--- src/rtl/ctx_link_match.sv ---
module ctx_link_match #(
  parameter int N_SLOTS = 6,
  parameter int N_CTX   = 2,
  parameter int IDX_W   = 4,
  parameter int CTRL_W  = 64,
  parameter int VAL_W   = 64
) (
  input  logic                       clk,
  input  logic                       rst_n,
  input  logic [IDX_W-1:0]           link_idx,
  input  logic [N_SLOTS*CTRL_W-1:0]  ctrl_flat,
  input  logic [N_SLOTS*VAL_W-1:0]   val_flat,
  input  logic [1:0]                 cur_el,
  input  logic                       hyp_e2h,
  input  logic                       hyp_tge,
  input  logic [31:0]                ctx_el1,
  input  logic [31:0]                ctx_el2,
  output logic                       hit
);

  localparam int CTX_BASE = N_SLOTS - N_CTX;
  localparam logic [3:0] TY_BY_EL = 4'd3;
  localparam logic [3:0] TY_EL1   = 4'd7;
  localparam logic [3:0] TY_EL2   = 4'd13;

  logic        sel_en;
  logic [3:0]  sel_ty;
  logic [31:0] sel_val;
  logic        in_window;
  logic        use_el1, use_el2;
  logic [31:0] chosen;
  logic        hit_d;
  logic        unused_bits;

  assign unused_bits = ^{ctrl_flat, val_flat};

  always_comb begin
    sel_en  = 1'b0;
    sel_ty  = 4'd0;
    sel_val = 32'd0;
    for (int i = 0; i < N_SLOTS; i++) begin
      if (i == int'(link_idx)) begin
        sel_en  = ctrl_flat[i*CTRL_W];
        sel_ty  = ctrl_flat[i*CTRL_W+20 +: 4];
        sel_val = val_flat[i*VAL_W +: 32];
      end
    end
  end

  assign in_window = (int'(link_idx) < N_SLOTS) && (int'(link_idx) >= CTX_BASE);

  always_comb begin
    use_el1 = 1'b0;
    use_el2 = 1'b0;
    case (sel_ty)
      TY_BY_EL: begin
        case (cur_el)
          2'd0: begin
            if (hyp_e2h && hyp_tge) use_el2 = 1'b1;
            else                    use_el1 = 1'b1;
          end
          2'd1: use_el1 = 1'b1;
          2'd2: use_el2 = hyp_e2h;
          default: ;
        endcase
      end
      TY_EL1:  use_el1 = 1'b1;
      TY_EL2:  use_el2 = 1'b1;
      default: ;
    endcase
  end

  assign chosen = use_el2 ? ctx_el2 : ctx_el1;
  assign hit_d  = in_window && sel_en && (use_el1 || use_el2) && (chosen == sel_val);

  always_ff @(posedge clk) begin
    if (!rst_n) hit <= 1'b0;
    else        hit <= hit_d;
  end

  AST_IDX_TOO_HIGH: assert property (@(posedge clk) disable iff (!rst_n)
    (int'(link_idx) >= N_SLOTS) |=> !hit);
  AST_IDX_TOO_LOW: assert property (@(posedge clk) disable iff (!rst_n)
    (int'(link_idx) < CTX_BASE) |=> !hit);
  AST_DISABLED: assert property (@(posedge clk) disable iff (!rst_n)
    !sel_en |=> !hit);
  AST_EL2_NEEDS_E2H: assert property (@(posedge clk) disable iff (!rst_n)
    (sel_ty == TY_BY_EL && cur_el == 2'd2 && !hyp_e2h) |=> !hit);
  AST_EL3_NEVER: assert property (@(posedge clk) disable iff (!rst_n)
    (sel_ty == TY_BY_EL && cur_el == 2'd3) |=> !hit);
  AST_RESERVED_TYPE: assert property (@(posedge clk) disable iff (!rst_n)
    (sel_ty != TY_BY_EL && sel_ty != TY_EL1 && sel_ty != TY_EL2) |=> !hit);
  AST_LOW_WORD_DIFF: assert property (@(posedge clk) disable iff (!rst_n)
    (ctx_el1 == ctx_el2 && ctx_el1 != sel_val) |=> !hit);

endmodule

--- config.mk ---
export PLATFORM = sky130hd
export DESIGN_NAME = ctx_link_match
export DESIGN_NICKNAME = d
export VERILOG_FILES = /design/src/rtl/ctx_link_match.sv
export SDC_FILE = /design/constraint.sdc
export NUM_CORES = 1
export LEC_CHECK = 0
export CAP_MARGIN = 10
export CELL_PAD_IN_SITES_DETAIL_PLACEMENT = 1
export CELL_PAD_IN_SITES_GLOBAL_PLACEMENT = 1
export CORE_AREA = 10 10 320 322
export DETAILED_ROUTE_END_ITERATION = 7
export DIE_AREA = 0 0 330 332
export DONT_BUFFER_PORTS = 1
export PLACE_DENSITY_LB_ADDON = 0.1
export SYNTH_ARGS = -nofsm -noshare
export SYNTH_HDL_FRONTEND = slang
export SYNTH_SLANG_ARGS = --single-unit
--- constraint.sdc ---
create_clock -name clk -period 5.49 [get_ports clk]
set_input_delay 1.3725 -clock clk [delete_from_list [all_inputs] [get_ports clk]]
set_output_delay 1.3725 -clock clk [all_outputs]
set_load 0.01 [all_outputs]
# After elaboration in Yosys (flattened, before gate mapping)
# Cells that the tools add are included.
dict set report totals {
  ff_bits 1
  inputBits 842
  out_inout_bits 1
  wordCells 47
}
dict set report op_classes {
  magnitude_cmp 2
  n_eq_ne 11
  n_mux 25
  reduce_logical 8
}
# operator count
set op_table {}
lappend op_table {{$mux W32} 7}
lappend op_table {{$eq A32 B32 Y1} 1}
lappend op_table {{$mux W4} 6}
lappend op_table {{$eq A3 B4 Y1 const A} 2}
lappend op_table {{$eq A4 B4 Y1 const A} 2}
lappend op_table {{$mux W1} 8}
lappend op_table {{$pmux W1 S2} 4}
lappend op_table {{$logic_and A1 B1 Y1} 5}
lappend op_table {{$eq A2 B4 Y1 const A} 1}
lappend op_table {{$eq A4 B2 Y1 const B} 1}
lappend op_table {{$eq A4 B3 Y1 const B} 1}
lappend op_table {{$eq A4 B4 Y1 const B} 1}
lappend op_table {{$ge A4 B3 Y1 const B} 1}
lappend op_table {{$logic_not A4 Y1} 1}
lappend op_table {{$lt A4 B3 Y1 const B} 1}
lappend op_table {{$eq A2 B1 Y1 const B} 1}
lappend op_table {{$eq A2 B2 Y1 const B} 1}
lappend op_table {{$logic_not A2 Y1} 1}
lappend op_table {{$logic_or A1 B1 Y1} 1}

# Depth between registers and ports, before layout
# Gate-level depths: netlist (run 1).
dict set report logic_depth {
  depth_word 12
  mapped_depth 14
  ltp_nobuf 9
}

# Least setup slack after synthesis (run 1)
# OpenSTA, ideal clock, no wires.
dict set report synth_timing {
  path_kind {input to register}
  startpoint {input port link_idx[2]}
  endpoint {register hit}
  setup_ns 0.088
  arrival_time_ns 4.108
  required_time_ns 5.402
  slack_ns 1.294
  path_stages 11
  path_buffers 2
  cell_sequence {buf_4 -> nand2b_1 -> a2111oi_0 -> a211o_1 -> nor4_1 -> o21ai_1 -> buf_2 -> mux2_1 -> a2111oi_0 -> nand4_1 -> nor4_2}
}
dict set report synth_via {
  elab_chain_cells 12
  word_cells_on_any_way 38
  classes_between {2 x order compare; 9 x eq/ne; 21 x mux; 6 x reduce/logical}
}
# item line
set synth_lines {}
lappend synth_lines {{start, declared} 10} ;# input logic [IDX_W-1:0] link_idx,
lappend synth_lines {{$logic_not A4 Y1} 42} ;# if (i == int'(link_idx)) begin
lappend synth_lines {{$mux W4 (6 in a row)} 42}
lappend synth_lines {{$eq A4 B4 Y1 (tied with other cells)} 55} ;# case (sel_ty)
lappend synth_lines {{$pmux W1 S2} 55}
lappend synth_lines {{$mux W32 or $logic_or A1 B1 Y1 (tied branches)} {73, 74}}
lappend synth_lines {{$eq A32 B32 Y1 or $logic_and A1 B1 Y1 (tied branches)} 74} ;# assign hit_d = in_window && sel_en && (use_el1 || use_el2) && (chosen == sel_val);
lappend synth_lines {{$logic_and A1 B1 Y1 (*)} 74}
lappend synth_lines {{end signal, assigned} 78} ;# else hit <= hit_d;
lappend synth_lines {{end, declared} 18} ;# output logic hit
# Mark *: on every way between the ends. The rest lies on a longest branch, timed or not.
# A chain may end at the register's enable or synchronous reset.

# Final worst setup path (run 1)
dict set report layout_timing {
  startpoint {input port link_idx[0]}
  endpoint {register hit}
}
# The elaborated chain is that of the path after synthesis.

==> impl_metrics.py, run 1 <==
metrics = {
    "sta": {
        "timing.final.max_slew_violations": 0,
        "rsz0062_at_grt": "false",
        "timing.final.crit_share_pct": 92.6,
        "final_hold_viol_count": 0,
        "clock.fmax_mhz": 197,
        "timing.slew.headroom_pct": 28.7,
        "final-setup-viol-count": 0,
        "setup_total_negative_slack_ns": 0,
        "min_period_ns": 5.08,
        "worst_slew_pin_slew_ns": 1.06,
    },
    "final_layout": {
        "area.growth.synth_to_final_pct": 68.2,
        "largest_registers_in_the_final_layout": "hit x1",
        "drive_above_1_share_pct": 14.3,
        "largest_register_ffs": 1,
        "final_net_count": 1228,
        "regMostFlops": "hit",
    },
    "yosys": {
        "syn_area_um2": 2620,
        "synth_top_family_by_area": "compound AO/OA/AOI/OAI gates",
        "synth.distinct_cells": 57,
        "synth_compound_area_share_pct": 51.1,
        "muxShareOfSynthArea_pct": 6.35,
        "syn_area_per_cell_um2": 6.72,
        "post_synthesis_register_bit_count": 1,
        "synth-xor-area-share_pct": 2.67,
        "synth-main-ff-cell": "sky130_fd_sc_hd__dfxtp_1",
        "postSynthCellCount": 390,
        "seq_area_frac_synth_pct": 0.764,
        "proportion_of_synthesized_flip_flops_having_asynchronous_set_or_reset_pct": 0,
        "synthesis.nets": 1232,
        "yosys.area_share.simple_pct": 30.5,
        "synth_warnings": 0,
        "synth_enable_flop_cells": 0,
        "post_synth_fa_ha_maj_area_fraction_pct": 0,
    },
    "setup_path": {
        "critPathBufInv": 2,
        "cp_max_fo": 24,
        "critical_path.max_stage_delay_ns": 0.61,
        "req_time_crit_path_ns": 5.43,
        "timing.critical_path.from_type": "input port",
        "critical_path.cell_chain": "nor4bb_4 -> a221oi_2 -> o211ai_1 -> nor4_2 -> o21ai_2 -> buf_4 -> o21ai_0 -> a2111oi_1 -> nand4_1 -> nor4_2 -> buf_4",
        "crit_type": "in2reg",
        "end_kind": "flop",
        "crit_path_top_delay_cell": "sky130_fd_sc_hd__nor4bb_4",
        "cp.depth": 11,
        "crit_arrival_ns": 5.02,
        "path_delay_family": "compound AO/OA/AOI/OAI gates",
    },
    "drt": {
        "drt_drc_violations_left": 0,
        "drt_first_iter_violations": 195,
        "firstDrtPassIters": 5,
        "post_drt_via_cell_ratio": 2.30,
        "detailroute.via_count": 3843,
        "drt_wl_total_um": 40700,
        "detail-route-antenna-nets": 0,
        "drt-wirelength-per-cell_um": 24.3,
    },
    "grt": {
        "grt_start_max_net_pins": 25,
        "grt_first_pass_wirelength_um": 50000,
        "overflow": 0,
        "grt_util_all_layers_pct": 6.98,
        "grt_antenna_before_repair": 32,
        "first_global_vias": 4309,
    },
    "run": {
        "max_cap_viol_count": 0,
    },
    "floorplanning": {
        "die_w_um": 330,
        "starting_density_pct": 2.73,
        "core_um2": 96000,
        "die_height_um": 332,
        "fp-row-count": 114,
        "fp.dieArea_um2": 110000,
        "io-pin-count": 843,
    },
    "hold_path": {
        "hold-path-cell-count": 0,
        "worstHoldPathType": "reg2out",
    },
    "clocking": {
        "cts-hold-fix-buffers": 0,
        "path_clk_slew_ns": 0,
        "post_cts_buffers": 0,
    },
    "placement": {
        "dpl.hpwl_um": 37100,
        "globalplace.congestion": 0.675,
        "port_buffers": 0,
    },
    "status": {
        "status": "finished clean",
    },
}
## path summary, 6_finish.rpt
kind	from	end	slack, ns
worst max-delay path	link_idx[0]	hit	0.41
worst min-delay path	hit	hit	1.68
## layout by cell type, fill, tap and decap left out, types with 3 or more instances in the layout
cell type / instances
sky130_fd_sc_hd__o211ai_1: 12
sky130_fd_sc_hd__a21oi_1: 8
sky130_fd_sc_hd__o2111ai_1: 13
sky130_fd_sc_hd__nand3_1: 51
sky130_fd_sc_hd__a211o_1: 10
sky130_fd_sc_hd__a21o_1: 5
sky130_fd_sc_hd__a22oi_1: 76
sky130_fd_sc_hd__xnor2_1: 6
sky130_fd_sc_hd__mux2i_1: 11
sky130_fd_sc_hd__a2111oi_1: 3
sky130_fd_sc_hd__nor2_1: 14
sky130_fd_sc_hd__nand4_1: 27
sky130_fd_sc_hd__o22ai_1: 3
sky130_fd_sc_hd__o21ai_0: 17
sky130_fd_sc_hd__or4_1: 4
sky130_fd_sc_hd__nand2_1: 8
sky130_fd_sc_hd__nand2b_1: 3
sky130_fd_sc_hd__a222oi_1: 9
sky130_fd_sc_hd__a31oi_1: 3
sky130_fd_sc_hd__nor2b_1: 5
sky130_fd_sc_hd__and3_1: 7
sky130_fd_sc_hd__nor4_2: 3
sky130_fd_sc_hd__buf_4: 35
sky130_fd_sc_hd__inv_1: 8
sky130_fd_sc_hd__diode_2: 11
sky130_fd_sc_hd__and3b_1: 4
## per-stage QoR
stage | worst slack (ns) | cells | area [um2] | hold slack [ns] | util [%]
2_1_floorplan | 1.29 | 390 | 2620 | 1.68 | -
5_1_grt | 0.0285 | 1661 | 4380 | 1.69 | 4.57
6_report | 0.406 | 1671 | 4410 | 1.68 | 4.59
3_5_place_dp | 0.0245 | 1660 | 4370 | 1.69 | 4.56
3_3_place_gp | 0.0118 | 1660 | 4370 | 1.69 | 4.56
4_1_cts | 0.0102 | 1660 | 4370 | 1.69 | 4.56
## Yosys cell counts, types with 3 or more instances
master	instances	area share [%]
sky130_fd_sc_hd__a22oi_1	76	22
sky130_fd_sc_hd__a221oi_1	3	1.0
sky130_fd_sc_hd__nor4_1	3	0.72
sky130_fd_sc_hd__a21oi_1	8	1.5
sky130_fd_sc_hd__buf_2	13	2.5
sky130_fd_sc_hd__nand2b_1	3	0.72
sky130_fd_sc_hd__nor2b_1	5	1.2
sky130_fd_sc_hd__o211ai_1	12	3.4
sky130_fd_sc_hd__xnor2_1	6	2.0
sky130_fd_sc_hd__o2111ai_1	13	4.3
sky130_fd_sc_hd__nand2_1	8	1.1
sky130_fd_sc_hd__a2111oi_0	3	1.0
sky130_fd_sc_hd__nor2_1	14	2.0
sky130_fd_sc_hd__or4_1	4	1.1
sky130_fd_sc_hd__and3b_1	4	1.3
sky130_fd_sc_hd__o21ai_0	18	3.4
sky130_fd_sc_hd__a211o_1	10	3.3
sky130_fd_sc_hd__o22ai_1	3	0.72
sky130_fd_sc_hd__nand4_1	27	6.4
sky130_fd_sc_hd__mux2i_1	11	4.2
sky130_fd_sc_hd__clkbuf_1	23	3.3
sky130_fd_sc_hd__a21o_1	5	1.4
sky130_fd_sc_hd__a222oi_1	9	3.4
sky130_fd_sc_hd__inv_1	8	1.1
sky130_fd_sc_hd__a31oi_1	3	0.72
sky130_fd_sc_hd__and3_1	7	1.7
sky130_fd_sc_hd__nand3_1	51	9.7
## per-layer routing
| layer | up-vias | part of all wire [%] | track usage, % |
|---|---|---|---|
| li1 | 1657 | - | - |
| met1 | 1826 | 46 | 9.52 |
| met5 | - | 0.032 | 0 |
| met2 | 336 | 39 | 10.2 |
| met4 | 2 | 0.32 | 0 |
| met3 | 22 | 14 | 3.62 |
## kinds of logic after synthesis
| group | count (synthesis) |
|---|---|
| xor gates and xnor gates | 8 |
| buffers and inverters | 50 |
| AOI/OAI and AO/OA | 177 |
| and+or+nand+nor | 139 |
| DFF | 1 |
| muxes | 15 |
## layout make-up
class	instances	area [um2]
tap	1276	1600
timing repair buffer	36	283
multi-input combinational	339	2450
fill	11500	91600
sequential	1	20.0
inverter	8	30.0
antenna	11	27.5
## what timing repair did
action,CTS,global route
endpoints found under the hold margin,0,0
setup endpoints to repair,0,1
gates resized for setup,0,3
==> run 2, diff against run 1 <==
--- a/config.mk
+++ b/config.mk
@@ -5,14 +5,16 @@
 export SDC_FILE = /design/constraint.sdc
 export NUM_CORES = 1
 export LEC_CHECK = 0
+export ABC_AREA = 0
 export CAP_MARGIN = 10
 export CELL_PAD_IN_SITES_DETAIL_PLACEMENT = 1
 export CELL_PAD_IN_SITES_GLOBAL_PLACEMENT = 1
-export CORE_AREA = 10 10 320 322
+export CORE_AREA = 2 2 331 333
 export DETAILED_ROUTE_END_ITERATION = 7
-export DIE_AREA = 0 0 330 332
+export DIE_AREA = 0 0 333 335
 export DONT_BUFFER_PORTS = 1
 export PLACE_DENSITY_LB_ADDON = 0.1
+export SKIP_CTS_REPAIR_TIMING = 1
 export SYNTH_ARGS = -nofsm -noshare
 export SYNTH_HDL_FRONTEND = slang
 export SYNTH_SLANG_ARGS = --single-unit
==> run 2 against run 1 <==
Effect of this change: routed wire length shrank 15%; flip-flop and latch count is the same; core utilization shrank 0.39 points; critical path depth is the same; critical path type unchanged.
==> impl_metrics.py, run 2 (synthesis results as in run 1) <==
metrics = {
    "drt": {
        "firstDrtPassIters": 5,
        "drt_first_iter_violations": 280,
        "drt_wl_total_um": 34500,
        "drt_drc_violations_left": 0,
        "detailroute.via_count": 3764,
        "drt-wirelength-per-cell_um": 19.2,
        "detail-route-antenna-nets": 0,
        "post_drt_via_cell_ratio": 2.09,
    },
    "placement": {
        "dpl.hpwl_um": 30200,
        "port_buffers": 0,
        "globalplace.congestion": 0.667,
    },
    "sta": {
        "clock.fmax_mhz": 191,
        "timing.final.crit_share_pct": 95.4,
        "timing.final.max_slew_violations": 0,
        "timing.slew.headroom_pct": 47.0,
        "rsz0062_at_grt": "false",
        "setup_total_negative_slack_ns": 0,
        "final_hold_viol_count": 0,
        "min_period_ns": 5.24,
        "worst_slew_pin_slew_ns": 0.795,
        "final-setup-viol-count": 0,
    },
    "final_layout": {
        "final_net_count": 1220,
        "regMostFlops": "hit",
        "largest_registers_in_the_final_layout": "hit x1",
        "final_common_cell": "sky130_fd_sc_hd__a22oi_1",
        "area.growth.synth_to_final_pct": 73.4,
        "drive_above_1_share_pct": 12.5,
        "largest_register_ffs": 1,
        "final_cell_mix": "sky130_fd_sc_hd__a22oi_1, sky130_fd_sc_hd__nand3_1, sky130_fd_sc_hd__nand4_1",
    },
    "setup_path": {
        "req_time_crit_path_ns": 5.39,
        "cp.depth": 11,
        "crit_path_top_delay_cell": "sky130_fd_sc_hd__or4_2",
        "critPathBufInv": 2,
        "critical_path.max_stage_delay_ns": 0.69,
        "critical_path.cell_chain": "nor3b_2 -> o21ai_0 -> a2111o_1 -> or4_2 -> buf_12 -> a211o_1 -> nand4_1 -> o2111ai_1 -> buf_4 -> or4_1 -> nor4_2",
        "path_delay_family": "simple AND/OR/NAND/NOR gates",
        "timing.critical_path.from_type": "input port",
        "end_kind": "flop",
        "crit_arrival_ns": 5.14,
        "crit_type": "in2reg",
        "cp_max_fo": 33,
    },
    "power_and_ir_drop": {
        "power.static_leakage_nw": 1.01,
        "power_density_normalized_to_cell_area_nw_per_um2": 45.6,
        "worst_ir_drop_vdd_uv": 12.3,
        "fin_total_pwr_mw": 0.207,
    },
    "floorplanning": {
        "fp.dieArea_um2": 112000,
        "die_height_um": 335,
        "starting_density_pct": 2.42,
        "core_um2": 108000,
        "io-pin-count": 843,
        "die_w_um": 333,
        "fp-row-count": 121,
    },
    "run": {
        "max_cap_viol_count": 0,
    },
    "hold_path": {
        "hold-path-cell-count": 0,
        "hold_path_end": "hit",
        "worstHoldPathType": "reg2out",
        "hp-start": "hit",
    },
    "grt": {
        "grt_antenna_before_repair": 28,
        "first_global_vias": 3777,
        "grt_start_max_net_pins": 43,
        "overflow": 0,
        "grt_first_pass_wirelength_um": 42100,
        "grt_util_all_layers_pct": 5.79,
    },
    "clocking": {
        "path_clk_slew_ns": 0,
    },
    "status": {
        "status": "finished clean",
    },
}
-- run 2: final cells by class --
class                   instances  area, um2
fillers                     13000     104000
repair buffers                 28        260
well taps                    1414       1770
multi-input cells             339       2440
flip-flops and latches          1       20.0
inverters                       8       30.0
diodes                          9       22.5
-- run 2: how the worst max path moves through the flow --
stage                 from   to
6_report       link_idx[1]  hit
3_3_place_gp   link_idx[1]  hit
3_5_place_dp   link_idx[1]  hit
5_1_grt        link_idx[1]  hit
2_1_floorplan  link_idx[2]  hit
4_1_cts        link_idx[1]  hit
-- run 2: report_power, final --
group / leakage [nW] / total (mW) / internal, mW / switching, mW
clock network: 0.0000463 / 0.0000000724 / 0.0000000724 / 0
logic: 0.999 / 0.200 / 0.0709 / 0.129
registers: 0.00805 / 0.00742 / 0.00742 / 0.00000000000000161
total: 1.01 / 0.207 / 0.0783 / 0.129
-- run 2: per-stage QoR --
| stage | worst slack, ns | instance area [um2] | utilization, % | hold WS [ns] | std cells |
|---|---|---|---|---|---|
| CTS | 0.300 | 4520 | 4.18 | 1.70 | 1790 |
| finish | 0.252 | 4550 | 4.21 | 1.70 | 1799 |
| detailed placement | 0.312 | 4520 | 4.18 | 1.70 | 1790 |
| global route | 0.185 | 4520 | 4.18 | 1.70 | 1790 |
| floorplan | 1.29 | 2620 | - | 1.68 | 390 |
| global placement | 0.311 | 4520 | 4.18 | 1.71 | 1790 |
-- run 2: layer usage --
layer | part of all wire [%] | GRT usage, %
met1 | 43 | 7.22
met2 | 43 | 9.04
met3 | 14 | 3.43
met4 | 0.39 | 0.0385
met5 | 0.37 | 0
Note: power is estimated with default switching activity, not from simulation.
==> run 3, diff against run 2 <==
--- a/config.mk
+++ b/config.mk
@@ -13,7 +13,7 @@
 export DETAILED_ROUTE_END_ITERATION = 7
 export DIE_AREA = 0 0 333 335
 export DONT_BUFFER_PORTS = 1
-export PLACE_DENSITY_LB_ADDON = 0.1
+export PLACE_DENSITY_LB_ADDON = 0.3
 export SKIP_CTS_REPAIR_TIMING = 1
 export SYNTH_ARGS = -nofsm -noshare
 export SYNTH_HDL_FRONTEND = slang
==> run 3 against run 2 <==
Effect of this change: sequential share of layout area about the same; first-iteration DRC count shrank 25%; power fell by 7.9%; via count up 4.9%; routed wire length rose by 11%; critical path depth is 2 lower; fmax is 5.0% higher; sequential power is essentially flat; flip-flop and latch count is the same; die area unchanged; worst setup slack improved by 0.25 ns; critical endpoint unchanged; largest cell class unchanged.
==> impl_metrics.py, run 3 (synthesis results as in run 1) <==
metrics = {
    "grt": {
        "overflow": 0,
        "grt_start_max_net_pins": 31,
        "first_global_vias": 4085,
        "grt_util_all_layers_pct": 6.50,
        "grt_first_pass_wirelength_um": 46400,
        "grt_antenna_before_repair": 50,
    },
    "final_layout": {
        "largest_registers_in_the_final_layout": "hit x1",
        "area.growth.synth_to_final_pct": 72.5,
        "regMostFlops": "hit",
        "final_common_cell": "sky130_fd_sc_hd__a22oi_1",
        "final_cell_mix": "sky130_fd_sc_hd__a22oi_1, sky130_fd_sc_hd__nand3_1, sky130_fd_sc_hd__nand4_1",
        "drive_above_1_share_pct": 11.3,
        "largest_register_ffs": 1,
        "finalCoreUtilization_pct": 4.18,
        "final_net_count": 1216,
    },
    "floorplanning": {
        "fp.dieArea_um2": 112000,
        "io-pin-count": 843,
        "die_height_um": 335,
        "starting_density_pct": 2.42,
        "fp-row-count": 121,
        "die_w_um": 333,
        "core_um2": 108000,
    },
    "drt": {
        "firstDrtPassIters": 4,
        "post_drt_via_cell_ratio": 2.18,
        "drt_wl_total_um": 38400,
        "drt_drc_violations_left": 0,
        "drt-wirelength-per-cell_um": 21.2,
        "drt_first_iter_violations": 210,
        "detail-route-antenna-nets": 0,
        "detailroute.via_count": 3948,
    },
    "power_and_ir_drop": {
        "power_switching_share_pct": 60.5,
        "power_switching_mw": 0.116,
        "power.static_leakage_nw": 0.977,
        "power_density_normalized_to_cell_area_nw_per_um2": 42.2,
        "clockPowerShare_pct": 0,
        "combinationalPowerShare_pct": 96.1,
        "worst_ir_drop_vdd_uv": 30.1,
        "power.sequential.fraction_pct": 3.9,
        "internal_power_mw": 0.0754,
    },
    "setup_path": {
        "end_kind": "flop",
        "cp.depth": 9,
        "crit_path_top_delay_cell": "sky130_fd_sc_hd__or4_2",
        "crit_arrival_ns": 4.89,
        "critical_path.cell_chain": "mux2_2 -> a32oi_1 -> o211ai_1 -> or4_2 -> a211o_1 -> nand4_1 -> nand4_1 -> or4_1 -> nor4_2",
        "cp_max_fo": 26,
        "critPathBufInv": 0,
        "crit_type": "in2reg",
        "timing.critical_path.mode_cell": "sky130_fd_sc_hd__nand4_1",
        "req_time_crit_path_ns": 5.39,
        "critical_path.max_stage_delay_ns": 1.01,
        "path_delay_family": "simple AND/OR/NAND/NOR gates",
        "timing.critical_path.from_type": "input port",
    },
    "sta": {
        "min_period_ns": 4.99,
        "timing.final.crit_share_pct": 90.9,
        "setup_total_negative_slack_ns": 0,
        "final-setup-viol-count": 0,
        "clock.fmax_mhz": 200,
        "timing.slew.headroom_pct": 40.4,
        "final_hold_viol_count": 0,
        "worst_slew_pin_slew_ns": 0.891,
        "timing.final.max_slew_violations": 0,
        "rsz0062_at_grt": "false",
    },
    "clocking": {
        "path_clk_slew_ns": 0,
    },
    "placement": {
        "dpl.hpwl_um": 34900,
        "globalplace.congestion": 0.761,
        "port_buffers": 0,
    },
    "hold_path": {
        "hold-path-cell-count": 0,
        "worstHoldPathType": "reg2out",
    },
    "status": {
        "status": "finished clean",
    },
    "run": {
        "max_cap_viol_count": 0,
    },
}
run 3: through the flow:
step	setup slack [ns]	cell area [um2]	power, mW	instances	hold WS [ns]
floorplan	1.29	2620	0.126	390	1.68
global placement	0.363	4440	0.194	1785	1.69
detailed placement	0.354	4440	0.197	1785	1.68
CTS	0.323	4440	0.198	1785	1.69
global route	0.250	4490	0.212	1798	1.69
finish	0.500	4520	0.191	1812	1.69
run 3: power by group through the flow:
| stage | logic [mW] | registers, mW | clock network [mW] |
|---|---|---|---|
| 2_1_floorplan | 0.119 | 0.00742 | 0 |
| 3_3_place_gp | 0.186 | 0.00742 | 0 |
| 3_5_place_dp | 0.190 | 0.00742 | 0 |
| 4_1_cts | 0.191 | 0.00742 | 0 |
| 5_1_grt | 0.205 | 0.00741 | 0.000000269 |
| 6_report | 0.184 | 0.00741 | 0.000000887 |
run 3: metal layers:
metal | up-vias | GRT usage [%] | wire [um]
li1 | 1654 | - | -
met3 | 73 | 3.35 | 4760
met4 | 28 | 1.56 | 1290
met1 | 1857 | 8.67 | 17700
met5 | - | 0 | 188
met2 | 336 | 9.10 | 14400
run 3: path summary, 6_finish.rpt:
path / end / startpoint / slack (ns)
worst min-delay path: hit / hit / 1.69
worst max-delay path: hit / link_idx[0] / 0.50
run 3: area by class of cell:
class	count	area (um2)
Antenna cell	26	65.1
Multi-Input combinational cell	339	2440
Fill cell	13100	104000
Tap cell	1414	1770
Timing Repair Buffer	24	196
Inverter	8	30.0
Sequential cell	1	20.0
